**src/rtl/cfg_bank_pkg.sv**
```systemverilog
package cfg_bank_pkg;
  localparam int ADDR_W = 9;
  localparam int DATA_W = 8;
  localparam int NUM_CH = 2;
  localparam int NUM_G  = 5;
  localparam int NUM_L  = 3;

  typedef logic [ADDR_W-1:0] addr_t;
  typedef logic [DATA_W-1:0] byte_t;

  localparam addr_t IDX_ADDR = 9'h005;

  localparam addr_t G_ADDR [NUM_G] = '{9'h000, 9'h001, 9'h002, 9'h014, 9'h100};
  localparam byte_t G_MASK [NUM_G] = '{8'h7E, 8'hFF, 8'h0F, 8'hFF, 8'h07};
  localparam byte_t G_DEF  [NUM_G] = '{8'h18, 8'h00, 8'h05, 8'h01, 8'h02};

  localparam addr_t L_ADDR [NUM_L] = '{9'h008, 9'h00D, 9'h102};
  localparam byte_t L_MASK [NUM_L] = '{8'hE3, 8'h3F, 8'hFF};
  localparam byte_t L_DEF  [NUM_L] = '{8'h00, 8'h00, 8'h80};

  function automatic logic addr_valid(addr_t a);
    logic v;
    v = (a == IDX_ADDR);
    for (int i = 0; i < NUM_G; i++) if (a == G_ADDR[i]) v = 1'b1;
    for (int i = 0; i < NUM_L; i++) if (a == L_ADDR[i]) v = 1'b1;
    return v;
  endfunction
endpackage

```
**src/rtl/cfg_bank_dec.sv**
```systemverilog
module cfg_bank_dec
  import cfg_bank_pkg::*;
(
  input  addr_t            addr_i,
  output logic [NUM_G-1:0] g_hit_o,
  output logic [NUM_L-1:0] l_hit_o,
  output logic             idx_hit_o,
  output logic             valid_o
);
  for (genvar i = 0; i < NUM_G; i++) begin : g_gdec
    assign g_hit_o[i] = (addr_i == G_ADDR[i]);
  end
  for (genvar i = 0; i < NUM_L; i++) begin : g_ldec
    assign l_hit_o[i] = (addr_i == L_ADDR[i]);
  end
  assign idx_hit_o = (addr_i == IDX_ADDR);
  assign valid_o   = idx_hit_o | (|g_hit_o) | (|l_hit_o);
endmodule

```
**src/rtl/cfg_bank_reg.sv**
```systemverilog
module cfg_bank_reg #(
  parameter int              W    = 8,
  parameter logic [W-1:0]    MASK = '1,
  parameter logic [W-1:0]    DEF  = '0
) (
  input  logic         clk_i,
  input  logic         rst_ni,
  input  logic         we_i,
  input  logic [W-1:0] d_i,
  output logic [W-1:0] q_o
);
  always_ff @(posedge clk_i or negedge rst_ni) begin
    if (!rst_ni)   q_o <= DEF & MASK;
    else if (we_i) q_o <= d_i & MASK;
  end
endmodule

```
**src/rtl/cfg_bank.sv**
```systemverilog
module cfg_bank
  import cfg_bank_pkg::*;
(
  input  logic                          clk_i,
  input  logic                          rst_ni,
  input  logic [ADDR_W-1:0]             addr_i,
  input  logic [DATA_W-1:0]             wdata_i,
  input  logic                          wr_i,
  input  logic                          rd_i,
  output logic [DATA_W-1:0]             rdata_o,
  output logic                          bad_addr_o,
  output logic [NUM_CH-1:0]             chsel_o,
  output logic [NUM_G*DATA_W-1:0]       glob_o,
  output logic [NUM_CH*NUM_L*DATA_W-1:0] loc_o
);
  logic [NUM_G-1:0] g_hit;
  logic [NUM_L-1:0] l_hit;
  logic             idx_hit, valid;
  logic [NUM_CH-1:0] chsel_q;
  byte_t            glob_q [NUM_G];
  byte_t            loc_q  [NUM_CH][NUM_L];
  byte_t            rd_mux;

  cfg_bank_dec u_dec (
    .addr_i   (addr_i),
    .g_hit_o  (g_hit),
    .l_hit_o  (l_hit),
    .idx_hit_o(idx_hit),
    .valid_o  (valid)
  );

  cfg_bank_reg #(.W(NUM_CH), .MASK('1), .DEF('1)) u_chsel (
    .clk_i (clk_i),
    .rst_ni(rst_ni),
    .we_i  (wr_i & idx_hit),
    .d_i   (wdata_i[NUM_CH-1:0]),
    .q_o   (chsel_q)
  );

  for (genvar g = 0; g < NUM_G; g++) begin : g_glob
    cfg_bank_reg #(.W(DATA_W), .MASK(G_MASK[g]), .DEF(G_DEF[g])) u_reg (
      .clk_i (clk_i),
      .rst_ni(rst_ni),
      .we_i  (wr_i & g_hit[g]),
      .d_i   (wdata_i),
      .q_o   (glob_q[g])
    );
    assign glob_o[g*DATA_W +: DATA_W] = glob_q[g];
  end

  // per-channel copies: write fans out to every selected channel
  for (genvar c = 0; c < NUM_CH; c++) begin : g_ch
    for (genvar l = 0; l < NUM_L; l++) begin : g_loc
      cfg_bank_reg #(.W(DATA_W), .MASK(L_MASK[l]), .DEF(L_DEF[l])) u_reg (
        .clk_i (clk_i),
        .rst_ni(rst_ni),
        .we_i  (wr_i & l_hit[l] & chsel_q[c]),
        .d_i   (wdata_i),
        .q_o   (loc_q[c][l])
      );
      assign loc_o[(c*NUM_L+l)*DATA_W +: DATA_W] = loc_q[c][l];
    end
  end

  // lowest selected channel wins on read
  always_comb begin
    rd_mux = '0;
    if (idx_hit) rd_mux = {{(DATA_W-NUM_CH){1'b0}}, chsel_q};
    for (int g = 0; g < NUM_G; g++)
      if (g_hit[g]) rd_mux = glob_q[g];
    for (int l = 0; l < NUM_L; l++)
      if (l_hit[l])
        for (int c = NUM_CH-1; c >= 0; c--)
          if (chsel_q[c]) rd_mux = loc_q[c][l];
  end

  always_ff @(posedge clk_i or negedge rst_ni) begin
    if (!rst_ni) begin
      rdata_o    <= '0;
      bad_addr_o <= 1'b0;
    end else begin
      if (rd_i) rdata_o <= rd_mux;
      bad_addr_o <= (wr_i | rd_i) & ~valid;
    end
  end

  assign chsel_o = chsel_q;
endmodule

```
**config.mk**
```make
export PLATFORM = sky130hd
export DESIGN_NAME = cfg_bank
export DESIGN_NICKNAME = d
export VERILOG_FILES = /design/src/rtl/cfg_bank_pkg.sv /design/src/rtl/cfg_bank_dec.sv /design/src/rtl/cfg_bank_reg.sv /design/src/rtl/cfg_bank.sv
export SDC_FILE = /design/constraint.sdc
export NUM_CORES = 1
export LEC_CHECK = 0
export ABC_AREA = 1
export BUFFER_PORTS_ARGS = -buffer_cell sky130_fd_sc_hd__buf_2
export CAP_MARGIN = 20
export CORE_ASPECT_RATIO = 2
export CORE_MARGIN = 1
export CORE_UTILIZATION = 53
export CTS_BUF_LIST = sky130_fd_sc_hd__clkbuf_2
export DETAILED_ROUTE_END_ITERATION = 7
export GPL_ROUTABILITY_DRIVEN = 0
export GPL_TIMING_DRIVEN = 0
export PLACE_DENSITY_LB_ADDON = 0.05
export SYNTH_ARGS = -nofsm -noshare
export SYNTH_HDL_FRONTEND = slang
export SYNTH_SLANG_ARGS = --single-unit
```
**constraint.sdc**
```tcl
create_clock -name clk_i -period 1.79 [get_ports clk_i]
set_clock_uncertainty 0.1 [all_clocks]
set_input_delay 0.179 -clock clk_i [delete_from_list [all_inputs] [get_ports clk_i]]
set_output_delay 0.179 -clock clk_i [all_outputs]
set_load 0.01 [all_outputs]
```
==> results.cfg, run 1 <==
[run_status]
outcome = finished clean

[cells_and_area]
drive_above_1_share = 0.363
diodes = 0
final_nets = 628
final-seq-area_mm2 = 0.00196
nFillCells = 683
multi_input_area_mm2 = 0.00170
syn2layout_area_growth_pct = 25.7
final_core_util = 0.686

[clock_tree]
clock_sinks = 78
cts.reportedPaths.clkPinSlew_ns = 0.21
insertion_delay_ns = 0.53
cts_tree = built
clockRootBuffer = clkbuf_2
clock_path_buffers = 2
cts_htree_levels = 3
cts_buffers = 9

[sta]
max_freq_ghz = 0.586
hold_viol_final = 0
slew_violations = 0
setup_viol = 0
finalCriticalPeriod_ns = 1.71
maxSlewHeadroom = 0.468
rsz0062_at_grt = false
min_period_over_period = 0.953
worst_pin_slew_ns = 0.798

[die]
die_area_mm2 = 0.00785
start_util = 0.545
rows = 44
ios = 120
die_x_um = 63.2
fp.coreArea_mm2 = 0.00727
die_h_um = 124

[global_route]
overflow = 0
grt_usage = 0.304
grt_max_degree = 53
grt_first_pass_wirelength_mm = 17.8
antenna_found_initial = 0
grt_pass1_vias = 3509

[worst_setup_path]
cp-end-kind = flip-flop
crit_required_ns = 2.10
crit_type = in2reg
crit_fanout = 10
cp.arrival_ns = 2.01
start_kind = input port

[power]
total_power_mw = 3.13
p_comb_frac = 0.114
p_int_mw = 2.28
p_sw_frac = 0.272
powerDensity_mw_per_mm2 = 629
power_leakage_nw = 2.67
clock_power_share = 0.301
pwr-share-seq = 0.584
max-vdd-ir-drop_v = 0.000596
p_sw_uw = 853

[placed_design]
post-dp-hpwl_mm = 8.49
io_buffers = 97

[synthesis]
synth_area_mm2 = 0.00396
syn_avg_cell_area_um2 = 8.64
ys_seq_area_frac = 0.496
ys_types = 33
yosysTopAreaCell = dfrtp_1
yosysTopAreaCellShare = 0.429
synth-seq-cells = 78
syn-instance-count = 459
ys_top_cells_by_area = dfrtp_1, nand2_1, dfstp_2
yosysWarnings = 0

[job]
cap_violations = 0

[drt]
postRouteAntennaNets = 0
vias = 3710
vias_per_cell = 5.27
wl_per_cell_um = 16.2
drc = 0
firstDrtPassIters = 5
wirelength_mm = 11.4
initialDrtViolationCount = 221

[worst_hold_path]
min_path_type = in2async
==> metal layers <==
| metal | global-route usage | part of all wire | up-vias | wire [µm] |
|---|---|---|---|---|
| li1 | - | - | 1759 | - |
| met1 | 0.344 | 0.37 | 1746 | 4220 |
| met2 | 0.531 | 0.53 | 168 | 6090 |
| met3 | 0.0549 | 0.052 | 37 | 598 |
| met4 | 0.157 | 0.044 | 0 | 507 |
| met5 | 0 | 0 | - | 0 |
==> worst max-delay path, stage by stage <==
cell and delay, ns:
dlygate4sd3_1 0.54, buf_2 0.18, inv_2 0.08, nand3_1 0.10, nor2_2 0.20, nand3_2 0.13
inv_2 0.16, nand3_2 0.10, buf_4 0.20, nand2_1 0.08, o21ai_2 0.05
==> registers in the layout, indices dropped and copies added, names as in the netlist <==
signal and count:
g_glob.u_reg.q_o 29, u_chsel.q_o 2, rdata_o 8, g_ch.g_loc.u_reg.q_o 38, bad_addr_o 1
==> power groups by stage <==
| stage | clock, mW | combinational [mW] | sequential (mW) |
|---|---|---|---|
| after floorplan | 0 | 0.151 | 1.87 |
| after global placement | 0 | 0.307 | 1.86 |
| after detailed placement | 0 | 0.320 | 1.86 |
| after CTS | 0.960 | 0.351 | 1.83 |
| after global routing | 1.01 | 0.391 | 1.83 |
| final | 0.944 | 0.358 | 1.83 |
==> through the flow <==
stage                     setup WS (ns)  hold slack, ns  area (µm²)  std cells  setup TNS (ns)
final                            0.0849          0.0382        4980        704               0
after global routing             0.0105          0.0237        4980        704               0
after CTS                       0.00552         0.00964        4950        703               0
after detailed placement         -0.189          0.0229        4670        669          -0.313
after global placement           -0.163           0.307        4640        668           -3.77
after floorplan                   0.201          -0.217        4040        479               0
==> cells in the mapped netlist, drive strengths merged <==
| cell | number |
|---|---|
| nand2 | 143 |
| o21ai | 70 |
| dfrtp | 68 |
| nor2 | 36 |
| buf | 33 |
| inv | 33 |
| nand3 | 29 |
| a22o | 15 |
| dfstp | 10 |
| a21oi | 4 |
| clkbuf | 4 |
| nand4 | 3 |
| nor4 | 2 |
| or2 | 2 |
| a41oi | 1 |
| and3 | 1 |
| and3b | 1 |
| conb | 1 |
| nor3 | 1 |
| o21a | 1 |
| o21bai | 1 |
==> timing repair <==
item / 4_1_cts / 5_1_grt
endpoints found under the setup margin: 5 / 4
hold endpoints to repair: 114 / 0
gates resized for setup: 1 / 7
pin swaps: 0 / 1
hold buffers: 13 / 0
buffers inserted: 5 / 0
==> cells in the final DEF, fill, tap and decap left out, types with 7 or more instances in the layout <==
master,instances
clkbuf_2,12
nor2_1,29
nand2_2,7
nand3_1,21
inv_1,26
nand2_1,135
dfstp_2,10
a22o_1,15
buf_2,103
o21ai_0,28
conb_1,21
dfrtp_1,68
o21ai_1,18
buf_4,28
o21ai_2,24
dlygate4sd3_1,13
==> final cells by class <==
class / count / share of cell area
buffer: 37 / 0.0537
multi-input combinational: 331 / 0.341
clock inverter: 4 / 0.00979
clock buffer: 12 / 0.0121
sequential: 78 / 0.394
tap: 92 / 0.0231
timing repair buffer: 117 / 0.140
inverter: 33 / 0.0264
==> final timing paths <==
path	start	to	slack, ns	cells past startpoint
setup / recovery	addr_i[8]	g_ch[0].g_loc[1].u_reg.q_o[1]	0.08	11
hold / removal	rst_ni	g_ch[1].g_loc[2].u_reg.q_o[7]	0.04	2
setup reg to reg	u_chsel.q_o[0]	rdata_o[0]	0.08	7
hold reg to reg	g_ch[1].g_loc[2].u_reg.q_o[7]	g_ch[1].g_loc[2].u_reg.q_o[7]	0.41	2
max in group asynchronous	rst_ni	g_ch[1].g_loc[2].u_reg.q_o[2]	0.61	4
min in group clk_i	addr_i[0]	rdata_o[7]	0.05	6
==> cell families (layout without fill, tap and decap cells) <==
family | Yosys count | count (layout) | synth area share
compound gates | 92 | 92 | 0.155
buf+inv | 70 | 203 | 0.0988
flops | 78 | 78 | 0.496
other cells | 1 | 21 | 0.000946
simple gates | 218 | 218 | 0.249
(Power assumes the default switching activity.)
==> run 2, diff against run 1 <==
--- a/config.mk
+++ b/config.mk
@@ -16,6 +16,7 @@
 export GPL_ROUTABILITY_DRIVEN = 0
 export GPL_TIMING_DRIVEN = 0
 export PLACE_DENSITY_LB_ADDON = 0.05
+export REMOVE_ABC_BUFFERS = 1
 export SYNTH_ARGS = -nofsm -noshare
 export SYNTH_HDL_FRONTEND = slang
 export SYNTH_SLANG_ARGS = --single-unit
==> run 2 against run 1 <==
Against the previous run:
- clock power shrank 16%
- combinational power shrank 12%
- cell count shrank 4.3%
- count of clock-buffer cells in the layout grew 2
- critical path depth shrank 2
- hold slack gained 0.0096 ns
- largest cell class unchanged
- sequential cell count is the same
- sequential share of layout area grew 2.0 points
- die area is the same
- power shrank 6.2%
- sequential power is essentially flat
- register-to-register slack is essentially flat
==> results.cfg, run 2 (synthesized netlist as in run 1, its figures left out) <==
[global_route]
grt_pass1_vias = 3312
grt_usage = 0.293
use_met1 = 0.358
met2_usage = 0.495
busiest_layer = met2
grt_max_degree = 68
grt_use_met3 = 0.0476
overflow = 0
antenna_found_initial = 0
grt_first_pass_wirelength_mm = 17.0

[die]
rows = 44
die_h_um = 124
fp.coreArea_mm2 = 0.00727
die_area_mm2 = 0.00785
start_util = 0.545
die_x_um = 63.2
ios = 120

[power]
powerDensity_mw_per_mm2 = 618
power_leakage_nw = 2.51
max-vdd-ir-drop_v = 0.000487

[run_status]
outcome = finished clean

[placed_design]
io_buffers = 98
placedCellCount = 633
post-dp-hpwl_mm = 7.48
place_area_mm2 = 0.00441

[worst_setup_path]
cp.arrival_ns = 2.07
reg2reg_to = rdata_o[1]
start_kind = flip-flop
crit_required_ns = 2.14
crit_type = reg2reg
crit_fanout = 9
worst_r2r_startpoint = u_chsel.q_o[0]
rr_worst_depth = 9
r2r_slack_ns = 0.07
cp-end-kind = flip-flop

[clock_tree]
cts_htree_levels = 3
clock_sinks = 78
clockRootBuffer = clkbuf_2
cts.reportedPaths.clkPinSlew_ns = 0.19
clock_path_buffers = 2
insertion_delay_ns = 0.54
cts_buffers = 9
cts_tree = built

[drt]
vias_per_cell = 5.18
initialDrtViolationCount = 304
vias = 3489
postRouteAntennaNets = 0
firstDrtPassIters = 5
wirelength_mm = 10.8
drc = 0
wl_per_cell_um = 16.1

[sta]
maxSlewHeadroom = 0.532
worst_pin_slew_ns = 0.696
rsz0062_at_grt = false
setup_viol = 0
min_period_over_period = 0.961
hold_viol_final = 0
max_freq_ghz = 0.582
slew_violations = 0
finalCriticalPeriod_ns = 1.72

[worst_hold_path]
whs_path_depth = 5
hold_start = addr_i[2]
min_path_type = in2reg
min_to = u_chsel.q_o[0]

[cells_and_area]
largest_register_ffs = 38
diodes = 0
drive_above_1_share = 0.332
final_nets = 598
design_area_mm2 = 0.00475
final_cell_mix = nand2_1, buf_2, dfrtp_1
fin_cells = 674
layout_commonest_cell = nand2_1
syn2layout_area_growth_pct = 19.9
largest-register = g_ch.g_loc.u_reg.q_o
nFillCells = 704
largest_registers = g_ch.g_loc.u_reg.q_o: 38 flops, g_glob.u_reg.q_o: 29 flops, rdata_o: 8 flops

[job]
cap_violations = 0
[run 2: cell count changes in the layout (fill, tap and decap cells not counted), sizes merged]
| cell | change |
|---|---|
| buf | -29 |
| clkinv | -2 |
| dlygate4sd3 | +2 |
| bufinv | -1 |
| clkbuf | -1 |
| clkinvlp | +1 |
[run 2: timing repair]
item	in CTS	in global routing
pin swaps	0	4
endpoints found under the setup margin	9	6
gates resized for setup	3	9
setup buffers	4	6
hold buffers	15	0
endpoints found under the hold margin	132	0
[run 2: critical path: stages (launching register included)]
cell     delay (ns)
dfstp_4        0.67
inv_2          0.04
nand2_4        0.08
inv_8          0.05
buf_4          0.12
a22o_1         0.17
nand2_1        0.10
nand4_1        0.13
nor2_1         0.13
nor2_1         0.05
[run 2: routing by layer]
| layer | vias to the layer above | part of all wire | wire length [µm] |
|---|---|---|---|
| li1 | 1694 | - | - |
| met2 | 127 | 0.53 | 5790 |
| met3 | 17 | 0.049 | 534 |
| met5 | - | 0 | 0 |
| met4 | 0 | 0.028 | 300 |
| met1 | 1651 | 0.39 | 4210 |
[run 2: final cells by class]
type                            count  area (µm²)  share of cell area
Clock buffer                       14        70.1              0.0147
Multi-Input combinational cell    331        1700               0.358
Inverter                           33         136              0.0287
Sequential cell                    78        1970               0.414
Clock inverter                      2        11.3             0.00237
Tap cell                           92         115              0.0242
Timing Repair Buffer              124         752               0.158
[run 2: metrics by stage]
stage	setup slack [ns]	power [mW]	util	TNS (ns)	hold WS (ns)
after floorplan	0.0508	1.98	-	0	-0.217
after global placement	-0.356	2.12	0.603	-8.56	0.300
after detailed placement	-0.353	2.14	0.607	-2.93	-0.0592
after CTS	0.0135	2.97	0.644	0	0.000504
after global routing	0.0159	3.06	0.654	0	0.00609
final	0.0707	2.94	0.654	0	0.0478
[run 2: worst max-delay path by stage]
stage,start,to,slack (ns),cells after the start
CTS,u_chsel.q_o[0],rdata_o[2],0.01,10
detailed placement,u_chsel.q_o[0],rdata_o[4],-0.35,10
finish,u_chsel.q_o[0],rdata_o[1],0.07,9
floorplan,u_chsel.q_o[0],rdata_o[2],0.05,10
global placement,u_chsel.q_o[0],rdata_o[4],-0.36,10
global route,u_chsel.q_o[0],rdata_o[2],0.02,10
[run 2: power breakdown]
part           internal (mW)  switching, mW
logic                  0.105          0.210
registers               1.80         0.0243
clock network          0.208          0.587
